File: src/rtl/cinstr_expand_pkg.sv
package cinstr_expand_pkg;

  localparam int CW = 16;
  localparam int XW = 32;
  localparam int RW = 5;
  localparam int PW = 3;
  localparam int OPW = 7;

  localparam logic [OPW-1:0] OPC_IMM    = 7'b0010011;
  localparam logic [OPW-1:0] OPC_LOAD   = 7'b0000011;
  localparam logic [OPW-1:0] OPC_STORE  = 7'b0100011;
  localparam logic [OPW-1:0] OPC_REG    = 7'b0110011;
  localparam logic [OPW-1:0] OPC_JAL    = 7'b1101111;
  localparam logic [OPW-1:0] OPC_JALR   = 7'b1100111;
  localparam logic [OPW-1:0] OPC_BRANCH = 7'b1100011;

  localparam logic [RW-1:0] REG_NUM_SP = 5'd2;
  localparam logic [RW-1:0] REG_NUM_RA = 5'd1;

  typedef enum logic [2:0] {FMT_I, FMT_S, FMT_R, FMT_B, FMT_J} fmtE;

  typedef enum logic [2:0] {
    REG_HI5, REG_LO5, REG_HI3, REG_LO3, REG_X0, REG_SP, REG_RA
  } regSelE;

  typedef enum logic [3:0] {
    IMM_NONE, IMM_WSPN, IMM_WORD, IMM_SMALL, IMM_SHIFT,
    IMM_SPADJ, IMM_LDSP, IMM_STSP, IMM_JUMP, IMM_BRANCH
  } immSelE;

  typedef struct packed {
    fmtE            fmt;
    logic [OPW-1:0] opcode;
    logic [2:0]     funct3;
    logic [6:0]     funct7;
    regSelE         rdSel;
    regSelE         rs1Sel;
    regSelE         rs2Sel;
    immSelE         immSel;
    logic           illegal;
    logic           wide;
  } ctrlT;

endpackage

File: src/rtl/cinstr_expand_ctrl.sv
module cinstr_expand_ctrl
  import cinstr_expand_pkg::*;
(
  input  logic [CW-1:0] cInstr,
  output ctrlT          ctrl
);

  logic [1:0] quad;
  logic [2:0] major;
  logic       rdZero;
  logic       rs2Zero;

  assign quad    = cInstr[1:0];
  assign major   = cInstr[15:13];
  assign rdZero  = (cInstr[11:7] == '0);
  assign rs2Zero = (cInstr[6:2] == '0);

  always_comb begin
    ctrl         = '0;
    ctrl.fmt     = FMT_I;
    ctrl.opcode  = OPC_IMM;
    ctrl.rdSel   = REG_X0;
    ctrl.rs1Sel  = REG_X0;
    ctrl.rs2Sel  = REG_X0;
    ctrl.immSel  = IMM_NONE;
    unique case (quad)
      2'b11: ctrl.wide = 1'b1;
      2'b00: begin
        unique case (major)
          3'b000: begin
            ctrl.rdSel   = REG_LO3;
            ctrl.rs1Sel  = REG_SP;
            ctrl.immSel  = IMM_WSPN;
            ctrl.illegal = (cInstr[12:5] == '0);
          end
          3'b010: begin
            ctrl.opcode = OPC_LOAD;
            ctrl.funct3 = 3'b010;
            ctrl.rdSel  = REG_LO3;
            ctrl.rs1Sel = REG_HI3;
            ctrl.immSel = IMM_WORD;
          end
          3'b110: begin
            ctrl.fmt    = FMT_S;
            ctrl.opcode = OPC_STORE;
            ctrl.funct3 = 3'b010;
            ctrl.rs1Sel = REG_HI3;
            ctrl.rs2Sel = REG_LO3;
            ctrl.immSel = IMM_WORD;
          end
          default: ctrl.illegal = 1'b1;
        endcase
      end
      2'b01: begin
        unique case (major)
          3'b000: begin
            ctrl.rdSel  = REG_HI5;
            ctrl.rs1Sel = REG_HI5;
            ctrl.immSel = IMM_SMALL;
          end
          3'b010: begin
            ctrl.rdSel  = REG_HI5;
            ctrl.immSel = IMM_SMALL;
          end
          3'b001, 3'b101: begin
            ctrl.fmt    = FMT_J;
            ctrl.opcode = OPC_JAL;
            ctrl.rdSel  = major[2] ? REG_X0 : REG_RA;
            ctrl.immSel = IMM_JUMP;
          end
          3'b011: begin
            ctrl.rdSel   = REG_SP;
            ctrl.rs1Sel  = REG_SP;
            ctrl.immSel  = IMM_SPADJ;
            ctrl.illegal = (cInstr[11:7] != REG_NUM_SP) ||
                           (!cInstr[12] && rs2Zero);
          end
          3'b110, 3'b111: begin
            ctrl.fmt    = FMT_B;
            ctrl.opcode = OPC_BRANCH;
            ctrl.funct3 = {2'b00, major[0]};
            ctrl.rs1Sel = REG_HI3;
            ctrl.immSel = IMM_BRANCH;
          end
          default: begin
            ctrl.rdSel  = REG_HI3;
            ctrl.rs1Sel = REG_HI3;
            unique case (cInstr[11:10])
              2'b00, 2'b01: begin
                ctrl.funct3  = 3'b101;
                ctrl.funct7  = cInstr[10] ? 7'b0100000 : 7'b0000000;
                ctrl.immSel  = IMM_SHIFT;
                ctrl.illegal = cInstr[12];
              end
              2'b10: begin
                ctrl.funct3 = 3'b111;
                ctrl.immSel = IMM_SMALL;
              end
              default: begin
                ctrl.fmt     = FMT_R;
                ctrl.opcode  = OPC_REG;
                ctrl.rs2Sel  = REG_LO3;
                ctrl.illegal = cInstr[12];
                unique case (cInstr[6:5])
                  2'b00: begin ctrl.funct3 = 3'b000; ctrl.funct7 = 7'b0100000; end
                  2'b01:   ctrl.funct3 = 3'b100;
                  2'b10:   ctrl.funct3 = 3'b110;
                  default: ctrl.funct3 = 3'b111;
                endcase
              end
            endcase
          end
        endcase
      end
      default: begin
        unique case (major)
          3'b000: begin
            ctrl.funct3  = 3'b001;
            ctrl.rdSel   = REG_HI5;
            ctrl.rs1Sel  = REG_HI5;
            ctrl.immSel  = IMM_SHIFT;
            ctrl.illegal = cInstr[12];
          end
          3'b010: begin
            ctrl.opcode  = OPC_LOAD;
            ctrl.funct3  = 3'b010;
            ctrl.rdSel   = REG_HI5;
            ctrl.rs1Sel  = REG_SP;
            ctrl.immSel  = IMM_LDSP;
            ctrl.illegal = rdZero;
          end
          3'b100: begin
            if (rs2Zero) begin
              ctrl.opcode  = OPC_JALR;
              ctrl.rdSel   = cInstr[12] ? REG_RA : REG_X0;
              ctrl.rs1Sel  = REG_HI5;
              ctrl.illegal = rdZero;
            end else begin
              ctrl.fmt    = FMT_R;
              ctrl.opcode = OPC_REG;
              ctrl.rdSel  = REG_HI5;
              ctrl.rs1Sel = cInstr[12] ? REG_HI5 : REG_X0;
              ctrl.rs2Sel = REG_LO5;
            end
          end
          3'b110: begin
            ctrl.fmt    = FMT_S;
            ctrl.opcode = OPC_STORE;
            ctrl.funct3 = 3'b010;
            ctrl.rs1Sel = REG_SP;
            ctrl.rs2Sel = REG_LO5;
            ctrl.immSel = IMM_STSP;
          end
          default: ctrl.illegal = 1'b1;
        endcase
      end
    endcase

    // a wide word is never reported as illegal
    a_r1_wide_not_illegal: assert (!(cInstr[1:0] == 2'b11) || (ctrl.wide && !ctrl.illegal))
      else $error("R1 wide word flagged illegal");
    // the all-zero word is rejected
    a_r12_zero_word: assert (cInstr != '0 || ctrl.illegal)
      else $error("R12 zero word accepted");
  end

endmodule

File: src/rtl/cinstr_expand_dp.sv
module cinstr_expand_dp
  import cinstr_expand_pkg::*;
(
  input  logic [CW-1:0] cInstr,
  input  ctrlT          ctrl,
  output logic [XW-1:0] expInstr
);

  logic [RW-1:0] rdNum, rs1Num, rs2Num;
  logic [XW-1:0] immVal;
  logic [XW-1:0] word;

  function automatic logic [RW-1:0] pickReg(regSelE sel, logic [CW-1:0] w);
    logic [RW-1:0] r;
    unique case (sel)
      REG_HI5: r = w[11:7];
      REG_LO5: r = w[6:2];
      REG_HI3: r = {2'b01, w[9:7]};
      REG_LO3: r = {2'b01, w[4:2]};
      REG_SP:  r = REG_NUM_SP;
      REG_RA:  r = REG_NUM_RA;
      default: r = '0;
    endcase
    return r;
  endfunction

  assign rdNum  = pickReg(ctrl.rdSel,  cInstr);
  assign rs1Num = pickReg(ctrl.rs1Sel, cInstr);
  assign rs2Num = pickReg(ctrl.rs2Sel, cInstr);

  always_comb begin
    unique case (ctrl.immSel)
      IMM_WSPN:   immVal = {22'b0, cInstr[10:7], cInstr[12:11], cInstr[5], cInstr[6], 2'b00};
      IMM_WORD:   immVal = {25'b0, cInstr[5], cInstr[12:10], cInstr[6], 2'b00};
      IMM_SMALL:  immVal = {{26{cInstr[12]}}, cInstr[12], cInstr[6:2]};
      IMM_SHIFT:  immVal = {20'b0, ctrl.funct7, cInstr[6:2]};
      IMM_SPADJ:  immVal = {{22{cInstr[12]}}, cInstr[12], cInstr[4:3], cInstr[5],
                            cInstr[2], cInstr[6], 4'b0000};
      IMM_LDSP:   immVal = {24'b0, cInstr[3:2], cInstr[12], cInstr[6:4], 2'b00};
      IMM_STSP:   immVal = {24'b0, cInstr[8:7], cInstr[12:9], 2'b00};
      IMM_JUMP:   immVal = {{20{cInstr[12]}}, cInstr[12], cInstr[8], cInstr[10:9],
                            cInstr[6], cInstr[7], cInstr[2], cInstr[11], cInstr[5:3], 1'b0};
      IMM_BRANCH: immVal = {{23{cInstr[12]}}, cInstr[12], cInstr[6:5], cInstr[2],
                            cInstr[11:10], cInstr[4:3], 1'b0};
      default:    immVal = '0;
    endcase
  end

  always_comb begin
    unique case (ctrl.fmt)
      FMT_S:   word = {immVal[11:5], rs2Num, rs1Num, ctrl.funct3, immVal[4:0], ctrl.opcode};
      FMT_R:   word = {ctrl.funct7, rs2Num, rs1Num, ctrl.funct3, rdNum, ctrl.opcode};
      FMT_B:   word = {immVal[12], immVal[10:5], rs2Num, rs1Num, ctrl.funct3,
                       immVal[4:1], immVal[11], ctrl.opcode};
      FMT_J:   word = {immVal[20], immVal[10:1], immVal[11], immVal[19:12], rdNum, ctrl.opcode};
      default: word = {immVal[11:0], rs1Num, ctrl.funct3, rdNum, ctrl.opcode};
    endcase
    expInstr = (ctrl.illegal || ctrl.wide) ? '0 : word;

    // compact base register always lands in x8..x15
    a_r5_prime_base: assert (!(ctrl.rs1Sel == REG_HI3 && !ctrl.illegal && !ctrl.wide)
                             || expInstr[19:18] == 2'b01)
      else $error("R5 compact base outside x8..x15");
    // stack-relative add reads x2
    a_r4_sp_source: assert (!(ctrl.immSel == IMM_WSPN && !ctrl.illegal && !ctrl.wide)
                            || expInstr[19:15] == REG_NUM_SP)
      else $error("R4 stack add not based on x2");
    // jumps only link into x0 or x1
    a_r7_link_reg: assert (expInstr[6:0] != OPC_JAL || expInstr[11:8] == 4'b0000)
      else $error("R7 jump links into wrong register");
    // branches compare against x0
    a_r9_zero_compare: assert (expInstr[6:0] != OPC_BRANCH || expInstr[24:20] == '0)
      else $error("R9 branch second source not x0");
  end

endmodule

File: src/rtl/cinstr_expander.sv
module cinstr_expander
  import cinstr_expand_pkg::*;
(
  input  logic [15:0] cInstr,
  output logic [31:0] expInstr,
  output logic        isIllegal,
  output logic        isWide
);

  ctrlT ctrl;

  cinstr_expand_ctrl uCtrl (
    .cInstr (cInstr),
    .ctrl   (ctrl)
  );

  cinstr_expand_dp uDp (
    .cInstr   (cInstr),
    .ctrl     (ctrl),
    .expInstr (expInstr)
  );

  assign isIllegal = ctrl.illegal && !ctrl.wide;
  assign isWide    = ctrl.wide;

endmodule

File: config.mk
export PLATFORM = sky130hd
export DESIGN_NAME = cinstr_expander
export DESIGN_NICKNAME = d
export VERILOG_FILES = /design/src/rtl/cinstr_expand_pkg.sv /design/src/rtl/cinstr_expand_ctrl.sv /design/src/rtl/cinstr_expand_dp.sv /design/src/rtl/cinstr_expander.sv
export SDC_FILE = /design/constraint.sdc
export NUM_CORES = 1
export LEC_CHECK = 0
export ABC_AREA = 1
export CAP_MARGIN = 20
export CORE_AREA = 2 2 54 56
export DETAILED_ROUTE_END_ITERATION = 8
export DIE_AREA = 0 0 56 58
export PLACE_DENSITY_LB_ADDON = 0.12
export SKIP_LAST_GASP = 1
export SYNTH_ARGS = -nofsm -noshare
export SYNTH_HDL_FRONTEND = slang
export SYNTH_SLANG_ARGS = --single-unit
File: constraint.sdc
create_clock -name vclk -period 2.65
set_input_delay 0.6625 -clock vclk [all_inputs]
set_output_delay 0.6625 -clock vclk [all_outputs]
set_load 0.03 [all_outputs]
==> summary.txt, run 1 <==
status: stopped before the end
Failed at: clock tree synthesis (4_1_cts)
error msg: [ERROR DPL-0038] Utilization greater than 100%, impossible to legalize
synth warn: 0
CTS resizes: 226
Placed Cells: 425
Syn Nets: 272
Die Wd: 56 um
row cnt: 19
HPWL after detailed placement: 6250 um
Die H: 58 um
Buffers on Ports: 50
Mapped Area: 0.00117 mm^2
syn avg cell area: 4.57 um^2
count leader, synth: nand2_1
Placer Congestion: 1.08
Seq/Total Area, Yosys: 0%
# IOs: 50
Yosys cell types: 26
postcts setup bufs: 20
Post-synth top cells: 61 x nand2_1, 40 x nor2_1, 36 x inv_1, 35 x a21oi_1, 21 x nand3_1
Synth top area share: 19.6%
pre-CTS setup slack: -0.992 ns
top cells by area, synth: nand2_1 20%, a21oi_1 15%, nor2_1 13%
Synth Instances: 256
hold_buf cts: 0
Initial Utilization: 43.9%
post-synth top area cell: nand2_1
-- metrics by stage --
stage	setup TNS [ns]	area [um^2]
floorplan	-0.0788	1420
global placement	-21.13	2550
detailed placement	-25.60	2550
-- logic make-up after synthesis --
logic type      share of synthesized area, %
simple gates                            50.5
buf+inv                                 15.8
compound gates                          33.7
==> run 2: changes to the inputs <==
- CORE_AREA: 2 2 54 56 -> 2 2 66 68
- DIE_AREA: 0 0 56 58 -> 0 0 68 70
- PLACE_DENSITY_LB_ADDON: 0.12 -> 0.15
==> run 2 against run 1 <==
The flow now finishes, with violations (setup timing). Synthesized area did not move. Synthesized cell count did not move.
==> summary.txt, run 2 <==
DRT iter0 DRCs: 274
row cnt: 24 (+5)
Placed Cells: 450 (+5.9%)
GR Util met3: 2.42%
most frequent CP cell: buf_4
Slew @ Worst Pin: 0.445 ns
WP buf/inv: 5
min-delay src: cInstr[11]
First-pass DRT Iterations: 5
Total GRT Usage: 33.3%
grt peak-use layer: met2
Synth top area share: 19.6% (unchanged)
global-route wire length before repair: 12100 um
Critical Path Fanout Max: 4
max incr delay on CP: 0.23 ns
Crit. Startpoint: cInstr[5]
Arr. time, crit path: 2.31 ns
crit path launch type: primary input
Crit Path Class: primary input to primary output
gr ovfl total: 0
CP top delay family: buffers and inverters
met1 usage: 42.5%
Synth Instances: 256 (unchanged)
WP data required: 1.99 ns
Die H: 70 um (+21%)
main combinational cell family by area after synthesis: simple AND/OR/NAND/NOR gates
total power: 0.663 mW
post-synth top area cell: nand2_1
Die Wd: 68 um (+21%)
Critical Path Slowest Stage Cell: nand4_1
PwrDens: 196 mW/mm^2
hold_buf cts: 0 (unchanged)
Placer Congestion: 1.07 (-0.32%)
Tightest Hold Check Type: primary input to primary output
commonest non-fill, non-tap cells in the layout: 100 x buf_4, 52 x buf_6, 38 x nand2_1
violated checks: setup timing
Post-synth top cells: 61 x nand2_1, 40 x nor2_1, 36 x inv_1, 35 x a21oi_1, 21 x nand3_1
multiplexer area fraction after synthesis: 0% (unchanged)
status: complete, but fails checks
worst IR drop on VDD: 0.000108 V
Final #Nets: 435
slack of the critical path: -0.324 ns
Yosys cell types: 26 (unchanged)
max cap viols: 0
Slew Viols, Final: 0
area delta synth->final: 189%
top cells by area, synth: nand2_1 20%, a21oi_1 15%, nor2_1 13%
GR Util met2: 56.5%
register area: 0 um^2
syn avg cell area: 4.57 um^2 (unchanged)
largest net degree at the start of global routing: 10
crit path time final: 2.97 ns
worst hold margin: 1.81 ns
setup_tns: -8.19 ns
Slew headroom: 70.1%
vias: 2636
seq_cells: 0
Post-Synth Adder-Cell Area: 0% (unchanged)
drt total wl: 8370 um
commonest non-fill, non-tap cell in the layout: buf_4
post-route insts no fill: 469
Final Setup Violations: 31
synth warn: 0 (unchanged)
fraction of layout cells with a size suffix above 1: 68.8%
CP endpoint kind: primary output
final critical-path share of the clock period: 112%
Clock Buffer Count: 0
Routed Antenna Nets: 0
number of global-route vias before repair: 2455
# IOs: 50 (unchanged)
Synth Area in XOR/XNOR: 0% (unchanged)
Compound-Gate Fraction of Synth Area: 33.7% (unchanged)
filler instances: 284
Initial Utilization: 28.2% (-16 points)
Buffers on Ports: 50 (unchanged)
HPWL after detailed placement: 5560 um (-11%)
Core Box Area: 0.00414 mm^2
fmax: 336 MHz
Synth Area in Simple Gates: 50.5% (unchanged)
Syn Nets: 272 (unchanged)
Final Hold Fails: 0
Leak Pwr: 1.57 nW
die area: 0.00476 mm^2
post-DR wirelength/cell: 17.8 um
drc violations: 0
RSZ-0062 raised after global routing: yes
via/cell ratio: 5.62
count leader, synth: nand2_1
CP Cell Sequence: buf_8 -> nor2_4 -> nand4_1 -> buf_4 -> buf_4 -> a21oi_2 -> o21ai_1 -> nand3_2 -> buf_4 -> a21oi_4 -> a21oi_4 -> buf_6
Mapped Area: 0.00117 mm^2 (unchanged)
Seq/Total Area, Yosys: 0% (unchanged)
final core occ: 81.6%
initial antenna violation count: 0
Antenna Cells: 0
[run 2: cell counts after synthesis]
No cell type changed its count.
[run 2: cell type report]
type | count | area [um^2] | share of cell area, %
multi-input cells | 209 | 1600 | 47.4
repair buffers | 166 | 1530 | 45.4
inverters | 42 | 179 | 5.29
well taps | 52 | 65.1 | 1.92
[run 2: path summary, 6_finish.rpt]
path | to | slack, ns | cells past startpoint
hold / removal | expInstr[11] | 1.81 | 4
setup / recovery | expInstr[16] | -0.32 | 12
[run 2: cells by family after synthesis]
family / Yosys count
and+or+nand+nor: 139
buffers and inverters: 47
AOI/OAI and AO/OA: 70
[run 2: what timing repair did]
item | CTS | global route
setup buffers | 13 | 6
resized for setup | 222 | 43
cloned | 2 | 0
setup endpoints to repair | 33 | 32
pin swaps | 42 | 19
[run 2: metrics by stage]
stage	worst slack, ns	cell area (um^2)
2_1_floorplan	-0.0348	1420
3_3_place_gp	-0.951	2620
3_5_place_dp	-0.938	2620
4_1_cts	-0.236	3190
5_1_grt	-0.380	3380
6_report	-0.324	3380
[run 2: worst min-delay path: stages]
cell	delay, ns
buf_2	0.14
nand3_1	0.14
a21oi_4	0.07
buf_6	0.13
[run 2: report_power, final]
part / internal [mW] / total [mW] / switching (mW)
Combinational: 0.300 / 0.663 / 0.364
Clock: 0 / 0 / 0
Sequential: 0 / 0 / 0
Total: 0.300 / 0.663 / 0.364
[run 2: layer usage]
| metal | vias to the layer above | part of all wire (%) | wire, um |
|---|---|---|---|
| met4 | 0 | 5.8 | 487 |
| met1 | 1183 | 37 | 3130 |
| met2 | 208 | 47 | 3970 |
| met5 | - | 0 | 0 |
| met3 | 59 | 9.4 | 784 |
| li1 | 1186 | - | - |
Note: power is estimated with default switching activity, not from simulation.
